===== src/rtl/selpc_pkg.sv =====
// Package: shared command and action encodings for the selectable-PC register file.
// Assumes one action per clock; the command encoding is fixed by the decoder.
package selpc_pkg;
    typedef enum logic [2:0] {
        CMD_NOP    = 3'd0,
        CMD_INC_N  = 3'd1,
        CMD_DEC_N  = 3'd2,
        CMD_PUT_LO = 3'd3,
        CMD_PUT_HI = 3'd4,
        CMD_SEL_P  = 3'd5,
        CMD_SEL_X  = 3'd6,
        CMD_RETURN = 3'd7
    } exec_cmd_e;

    typedef enum logic [1:0] {
        ACT_EXEC  = 2'd0,
        ACT_DMA   = 2'd1,
        ACT_INT   = 2'd2,
        ACT_FETCH = 2'd3
    } action_e;
endpackage


===== src/rtl/selpc_regbank.sv =====
// Module: register bank of NREG words with one byte-enabled write port,
// three word read ports and one byte-half read port.
// Assumes WORD_W is even; half index bit 0 picks the upper half when 1.
module selpc_regbank #(
    parameter int NREG   = 16,
    parameter int WORD_W = 16,
    parameter int SEL_W  = $clog2(NREG),
    parameter int HALF_W = WORD_W / 2
) (
    input  logic              clk,
    input  logic              rst_n,
    input  logic              wr_en,
    input  logic [SEL_W-1:0]  wr_idx,
    input  logic [WORD_W-1:0] wr_data,
    input  logic [1:0]        wr_be,
    input  logic [SEL_W-1:0]  a_idx,
    output logic [WORD_W-1:0] a_data,
    input  logic [SEL_W-1:0]  n_idx,
    output logic [WORD_W-1:0] n_data,
    input  logic [SEL_W-1:0]  x_idx,
    output logic [WORD_W-1:0] x_data,
    input  logic [SEL_W:0]    h_idx,
    output logic [HALF_W-1:0] h_data
);
    logic [NREG-1:0][WORD_W-1:0] bank;
    logic [WORD_W-1:0]           h_word;

    for (genvar g = 0; g < NREG; g++) begin : g_reg
        logic [HALF_W-1:0] lo_q, hi_q;
        logic              hit;
        assign hit = wr_en && (wr_idx == SEL_W'(g));

        // Holds one register; each half is written under its own enable.
        always_ff @(posedge clk) begin
            if (!rst_n) begin
                lo_q <= '0;
                hi_q <= '0;
            end else if (hit) begin
                if (wr_be[0]) lo_q <= wr_data[HALF_W-1:0];
                if (wr_be[1]) hi_q <= wr_data[WORD_W-1:HALF_W];
            end
        end
        assign bank[g] = {hi_q, lo_q};
    end

    assign a_data = bank[a_idx];
    assign n_data = bank[n_idx];
    assign x_data = bank[x_idx];
    assign h_word = bank[h_idx[SEL_W:1]];
    assign h_data = h_idx[0] ? h_word[WORD_W-1:HALF_W] : h_word[HALF_W-1:0];
endmodule


===== src/rtl/selpc_sequencer.sv =====
// Module: picks the action for each cycle (DMA, interrupt, fetch, execute).
// Assumes an execute cycle always follows a fetch and lasts one clock;
// DMA outranks interrupts, which are taken only at a boundary.
module selpc_sequencer (
    input  logic                clk,
    input  logic                rst_n,
    input  logic                dma_req,
    input  logic                irq,
    input  logic                ie,
    output selpc_pkg::action_e  act,
    output logic                in_exec
);
    import selpc_pkg::*;

    // Priority choice of the current action.
    always_comb begin
        if (in_exec)          act = ACT_EXEC;
        else if (dma_req)     act = ACT_DMA;
        else if (irq && ie)   act = ACT_INT;
        else                  act = ACT_FETCH;
    end

    // Enters the execute cycle after each fetch and leaves it after one clock.
    always_ff @(posedge clk) begin
        if (!rst_n) in_exec <= 1'b0;
        else        in_exec <= (act == ACT_FETCH);
    end
endmodule


===== src/rtl/selpc_selectors.sv =====
// Module: the P, X and N selectors, the save register T, the interrupt
// enable flag and the opcode latch. Assumes T packs X above P.
module selpc_selectors #(
    parameter int SEL_W      = 4,
    parameter int INSTR_W    = 8,
    parameter int INT_PC_REG = 1,
    parameter int INT_X_REG  = 2
) (
    input  logic                       clk,
    input  logic                       rst_n,
    input  selpc_pkg::action_e         act,
    input  selpc_pkg::exec_cmd_e       cmd,
    input  logic [INSTR_W-1:0]         instr,
    output logic [SEL_W-1:0]           p,
    output logic [SEL_W-1:0]           x,
    output logic [SEL_W-1:0]           n,
    output logic [2*SEL_W-1:0]         t,
    output logic                       ie,
    output logic [INSTR_W-SEL_W-1:0]   op
);
    import selpc_pkg::*;

    // Updates selectors on fetch, interrupt entry and execute commands.
    always_ff @(posedge clk) begin
        if (!rst_n) begin
            p  <= '0;
            x  <= '0;
            n  <= '0;
            t  <= '0;
            ie <= 1'b1;
            op <= '0;
        end else begin
            case (act)
                ACT_FETCH: begin
                    n  <= instr[SEL_W-1:0];
                    op <= instr[INSTR_W-1:SEL_W];
                end
                ACT_INT: begin
                    t  <= {x, p};
                    p  <= SEL_W'(INT_PC_REG);
                    x  <= SEL_W'(INT_X_REG);
                    ie <= 1'b0;
                end
                ACT_EXEC: begin
                    case (cmd)
                        CMD_SEL_P: p <= n;
                        CMD_SEL_X: x <= n;
                        CMD_RETURN: begin
                            p  <= t[SEL_W-1:0];
                            x  <= t[2*SEL_W-1:SEL_W];
                            ie <= 1'b1;
                        end
                        default: ;
                    endcase
                end
                default: ;
            endcase
        end
    end
endmodule


===== src/rtl/selpc_regfile_unit.sv =====
// Module: top of the selectable-PC register file. Routes the address and
// write path for the action the sequencer picks. Assumes memory returns the
// instruction byte combinationally in the fetch cycle.
module selpc_regfile_unit #(
    parameter int NREG       = 16,
    parameter int WORD_W     = 16,
    parameter int INSTR_W    = 8,
    parameter int DMA_REG    = 0,
    parameter int INT_PC_REG = 1,
    parameter int INT_X_REG  = 2
) (
    input  logic                                  clk,
    input  logic                                  rst_n,
    input  logic                                  dma_req,
    input  logic                                  irq,
    input  logic [INSTR_W-1:0]                    mem_rdata,
    input  logic [2:0]                            ex_cmd,
    input  logic [WORD_W/2-1:0]                   ex_byte,
    input  logic [$clog2(NREG):0]                 half_sel,
    output logic [WORD_W-1:0]                     mem_addr,
    output logic                                  fetch_en,
    output logic                                  dma_ack,
    output logic                                  int_ack,
    output logic                                  exec_cycle,
    output logic [INSTR_W-$clog2(NREG)-1:0]       opcode,
    output logic [$clog2(NREG)-1:0]               n_sel,
    output logic [$clog2(NREG)-1:0]               p_sel,
    output logic [$clog2(NREG)-1:0]               x_sel,
    output logic [2*$clog2(NREG)-1:0]             t_reg,
    output logic                                  ie_flag,
    output logic [WORD_W-1:0]                     n_word,
    output logic [WORD_W-1:0]                     x_word,
    output logic [WORD_W/2-1:0]                   half_data
);
    import selpc_pkg::*;

    localparam int SEL_W  = $clog2(NREG);
    localparam int HALF_W = WORD_W / 2;

    action_e           act;
    exec_cmd_e         cmd;
    logic [SEL_W-1:0]  a_idx;
    logic [WORD_W-1:0] a_data;
    logic              wr_en;
    logic [SEL_W-1:0]  wr_idx;
    logic [WORD_W-1:0] wr_data;
    logic [1:0]        wr_be;

    assign cmd = exec_cmd_e'(ex_cmd);

    selpc_sequencer u_seq (
        .clk     (clk),
        .rst_n   (rst_n),
        .dma_req (dma_req),
        .irq     (irq),
        .ie      (ie_flag),
        .act     (act),
        .in_exec (exec_cycle)
    );

    selpc_selectors #(
        .SEL_W      (SEL_W),
        .INSTR_W    (INSTR_W),
        .INT_PC_REG (INT_PC_REG),
        .INT_X_REG  (INT_X_REG)
    ) u_sel (
        .clk   (clk),
        .rst_n (rst_n),
        .act   (act),
        .cmd   (cmd),
        .instr (mem_rdata),
        .p     (p_sel),
        .x     (x_sel),
        .n     (n_sel),
        .t     (t_reg),
        .ie    (ie_flag),
        .op    (opcode)
    );

    selpc_regbank #(
        .NREG   (NREG),
        .WORD_W (WORD_W)
    ) u_bank (
        .clk     (clk),
        .rst_n   (rst_n),
        .wr_en   (wr_en),
        .wr_idx  (wr_idx),
        .wr_data (wr_data),
        .wr_be   (wr_be),
        .a_idx   (a_idx),
        .a_data  (a_data),
        .n_idx   (n_sel),
        .n_data  (n_word),
        .x_idx   (x_sel),
        .x_data  (x_word),
        .h_idx   (half_sel),
        .h_data  (half_data)
    );

    // Address register for the boundary cycle: R0 for DMA, otherwise R(P).
    assign a_idx    = (act == ACT_DMA) ? SEL_W'(DMA_REG) : p_sel;
    assign mem_addr = exec_cycle ? x_word : a_data;
    assign fetch_en = (act == ACT_FETCH);
    assign dma_ack  = (act == ACT_DMA);
    assign int_ack  = (act == ACT_INT);

    // Write-port mux: pointer increments at a boundary, operand updates in execute.
    always_comb begin
        wr_en   = 1'b0;
        wr_idx  = n_sel;
        wr_data = a_data + WORD_W'(1);
        wr_be   = 2'b11;
        case (act)
            ACT_DMA: begin
                wr_en  = 1'b1;
                wr_idx = SEL_W'(DMA_REG);
            end
            ACT_FETCH: begin
                wr_en  = 1'b1;
                wr_idx = p_sel;
            end
            ACT_EXEC: begin
                case (cmd)
                    CMD_INC_N: begin
                        wr_en   = 1'b1;
                        wr_data = n_word + WORD_W'(1);
                    end
                    CMD_DEC_N: begin
                        wr_en   = 1'b1;
                        wr_data = n_word - WORD_W'(1);
                    end
                    CMD_PUT_LO: begin
                        wr_en   = 1'b1;
                        wr_data = {ex_byte, ex_byte};
                        wr_be   = 2'b01;
                    end
                    CMD_PUT_HI: begin
                        wr_en   = 1'b1;
                        wr_data = {ex_byte, ex_byte};
                        wr_be   = 2'b10;
                    end
                    default: ;
                endcase
            end
            default: ;
        endcase
    end

    localparam int HALF_CHECK = HALF_W;
endmodule


===== config.mk =====
export PLATFORM = sky130hd
export DESIGN_NAME = selpc_regfile_unit
export DESIGN_NICKNAME = d
export VERILOG_FILES = /design/src/rtl/selpc_pkg.sv /design/src/rtl/selpc_regbank.sv /design/src/rtl/selpc_sequencer.sv /design/src/rtl/selpc_selectors.sv /design/src/rtl/selpc_regfile_unit.sv
export SDC_FILE = /design/constraint.sdc
export NUM_CORES = 1
export LEC_CHECK = 0
export BUFFER_PORTS_ARGS = -buffer_cell sky130_fd_sc_hd__buf_2
export CAP_MARGIN = 20
export CORE_ASPECT_RATIO = 1.75
export CORE_MARGIN = 3
export CORE_UTILIZATION = 49
export CTS_BUF_LIST = sky130_fd_sc_hd__clkbuf_8
export DETAILED_ROUTE_END_ITERATION = 6
export GPL_TIMING_DRIVEN = 0
export PLACE_DENSITY = 0.72
export SETUP_SLACK_MARGIN = 0.05
export SYNTH_ARGS = -nofsm -noshare
export SYNTH_HDL_FRONTEND = slang
export SYNTH_HIERARCHICAL = 1
export SYNTH_SLANG_ARGS = --single-unit

===== constraint.sdc =====
create_clock -name clk -period 4 [get_ports clk]
set_input_delay 0.4 -clock clk [delete_from_list [all_inputs] [get_ports clk]]
set_output_delay 0.4 -clock clk [all_outputs]
set_load 0.005 [all_outputs]

==> out/metrics.cfg <==
[status]
status = finished, violations left
violations = negative setup slack

[layout]
final_core_util = 0.6222
fin_nets = 2292
syn_to_final_growth_pct = 24.96
drive_gt1_frac = 0.4016

[route]
drc = 0
firstDrtPassIters = 6
wirelength_mm = 108.8
wl_per_cell_um = 38.32
num_vias = 21245
drt_iter0_markers = 2804
post_drt_via_cell_ratio = 7.481
ant_nets = 0

[timing]
final-hold-violation-count = 0
slew_viol_final = 0
relSlewSlack = 0.1075
period_share = 1.064
setup_viol = 175
layout_min_cycle_time_ns = 4.257
fin_ws_ns = -0.2568
tightest_slew_ns = 1.339
skew_ns = 0.04027
rsz0062_at_grt = true
fmax_mhz = 234.9

[power]
clkPwrFrac = 0.367
switching_share = 0.3275
p_per_area_nw_per_um2 = 274.9
seqPwrFrac = 0.401
power.switching_mw = 2.345
ir_worst_vdd_v = 0.0002969
total_power_mw = 7.161
p_int_mw = 4.815
pwr-share-comb = 0.232
p_leak_nw = 8.586

[global_routing]
grt-ovfl-total = 0
grt_usage = 0.4638
antenna_found_initial = 6
grt_max_degree = 14
grt_pass1_vias = 20773
grt_pass1_wl_mm = 147.6

[critical_path]
critPathMaxFanout = 5
cp_slowest_cell = mux4_2
max_stage_delay_ns = 0.63
reg2reg_from = u_sel/n[0]
critical_path.endpoint_type = flop
path_cells = buf_12 -> buf_4 -> buf_12 -> mux4_2 -> mux4_2 -> ha_4 -> o21ai_2 -> nand2b_1 -> o211ai_1 -> buf_4 -> buf_6 -> a31oi_4 -> xnor2_1 -> o221ai_2 -> clkbuf_8 -> clkbuf_16 -> nand3_2 -> a21boi_2
cp.required_ns = 4.53
crit_type = reg -> reg
startpoint_type = flop
critPathLaunch = u_sel/n[0]
arrival_ns = 4.79
regToRegSetupSlack_ns = -0.26

[yosys]
synth_ff_type = dfxtp_1
syn_inst = 1978
synth_fp_nets = 2022
async_flop_share = 0
synth.cell_area_um2 = 20850
yosysSeqAreaShare = 0.2708
ys_types = 70
synth-edff-count = 0
ys_ff_latch = 282
yosys_warnings = 6
syn_area_per_cell_um2 = 10.54

[clocking]
cts_buffer_depth = 3
clk_latency_ns = 0.63
cts.sinks = 282
cts_made_buffers = 46
cts_tree = yes
htreeDepth = 2
clk_pin_slew_ns = 0.07
cts_hold_buffers = 0
root_buffer = clkbuf_8

[placement]
portBuffers = 106
post-place-ws_ns = -1.788
hpwl_mm = 82.62
globalplace.congestion = 1.080

[min_path]
hold_start = mem_rdata[5]
hold_class = in -> reg

[die]
fp.dieW_um = 161.9
rows = 99
core_um2 = 41870
start_util = 0.4979
die_area_um2 = 45150
io_pins = 113
dieHeight_um = 278.9

[run]
drv_cap = 0

==> power groups by stage <==
stage	combinational (mW)	sequential, mW	clock (mW)
after floorplan	0.733	2.91	0
after global placement	1.23	2.93	0
after detailed placement	1.23	2.93	0
after CTS	1.50	2.87	2.63
after global routing	1.68	2.87	2.72
final	1.66	2.87	2.63
==> routing by layer <==
layer | vias to the layer above | wire, µm | track usage
met5 | - | 25 | 0
met4 | 4 | 13800 | 0.4426
met3 | 632 | 11820 | 0.09752
met2 | 1831 | 49990 | 0.7436
met1 | 10438 | 33190 | 0.5030
li1 | 8340 | - | -
==> metrics by stage <==
stage / hold slack, ns / cell area (µm²) / TNS, ns / std cells
floorplan: 0.4600 / 21000 / 0 / 1978
global placement: 0.4486 / 22230 / -284.88 / 2639
detailed placement: 0.4577 / 22250 / -287.81 / 2640
CTS: 0.04836 / 25190 / -4.248 / 2802
global route: 0.07715 / 26040 / -33.08 / 2837
finish: 0.06646 / 26050 / -19.67 / 2840
==> cell usage after synthesis (12+ instances only) <==
library cell	count	area share
clkbuf_1	176	0.032
xor2_1	13	0.0055
inv_1	16	0.0029
mux2_2	24	0.013
buf_2	55	0.013
mux4_2	320	0.35
o21ai_0	267	0.064
nand2_1	42	0.0076
ha_1	15	0.0090
xnor2_1	15	0.0063
a21oi_1	14	0.0034
dfxtp_1	282	0.27
nor2_1	23	0.0041
o22ai_1	12	0.0036
a21boi_0	263	0.095
nand3_1	282	0.068
buf_1	18	0.0032
==> critical path, delay by kind of cell (launching register included) <==
family / cells / cell delay (ns)
AOI/OAI and AO/OA: 5 / 0.82
xor gates and xnor gates: 1 / 0.15
adders and majority gates: 1 / 0.36
buffers and inverters: 7 / 1.06
DFF: 1 / 0.42
muxes: 2 / 1.17
and+or+nand+nor: 2 / 0.20
==> placed cells by master (no fill, tap or decap), types with 7 or more instances in the layout <==
cell type	instances
a21boi_0	90
a21boi_1	165
a21boi_2	16
a21oi_1	10
and2_1	7
buf_1	11
buf_12	29
buf_2	121
buf_4	81
buf_6	51
buf_8	17
clkbuf_1	139
clkbuf_16	10
clkbuf_2	13
clkbuf_8	56
dfxtp_1	278
ha_4	12
inv_1	34
mux2_2	18
mux2_4	7
mux4_2	320
nand2_1	40
nand3_1	193
nand3_2	83
nand3_4	8
nor2_1	21
o21ai_0	263
o22ai_1	12
xnor2_1	12
xor2_1	10
==> cell type report <==
cell class,instances,area (µm²)
Tap cell,555,694.4
Clock inverter,28,178.9
Multi-Input combinational cell,1419,15060
Sequential cell,282,5655
Timing Repair Buffer,223,1848
Antenna cell,4,10.01
Fill cell,3505,15820
Buffer,260,1815
Inverter,16,60.06
Clock buffer,53,729.5
==> final timing paths <==
check,end,cells after the start
setup / recovery,u_bank/g_reg[4].hi_q[7],18
hold / removal,u_sel/op[1],3
setup reg to reg,u_bank/g_reg[4].hi_q[7],18
hold reg to reg,u_sel/op[3],2
==> timing repair <==
action / CTS / global route
setup endpoints to repair: 267 / 242
buffers inserted: 74 / 33
pin swaps: 64 / 102
hold endpoints to repair: 0 / 0
gates resized for setup: 385 / 234
gates cloned: 9 / 5
==> cell families (layout without fill, tap and decap cells) <==
family | after synthesis | in the layout | synth area share
buffers and inverters | 277 | 580 | 0.05551
muxes | 351 | 351 | 0.3623
DFF | 282 | 282 | 0.2708
and+or+nand+nor | 409 | 409 | 0.1011
AOI/OAI and AO/OA | 614 | 614 | 0.1879
xor gates and xnor gates | 29 | 29 | 0.01254
adders and majority gates | 16 | 16 | 0.009963
other | 0 | 4 | 0
No activity file was read; power rests on OpenSTA's default activity.
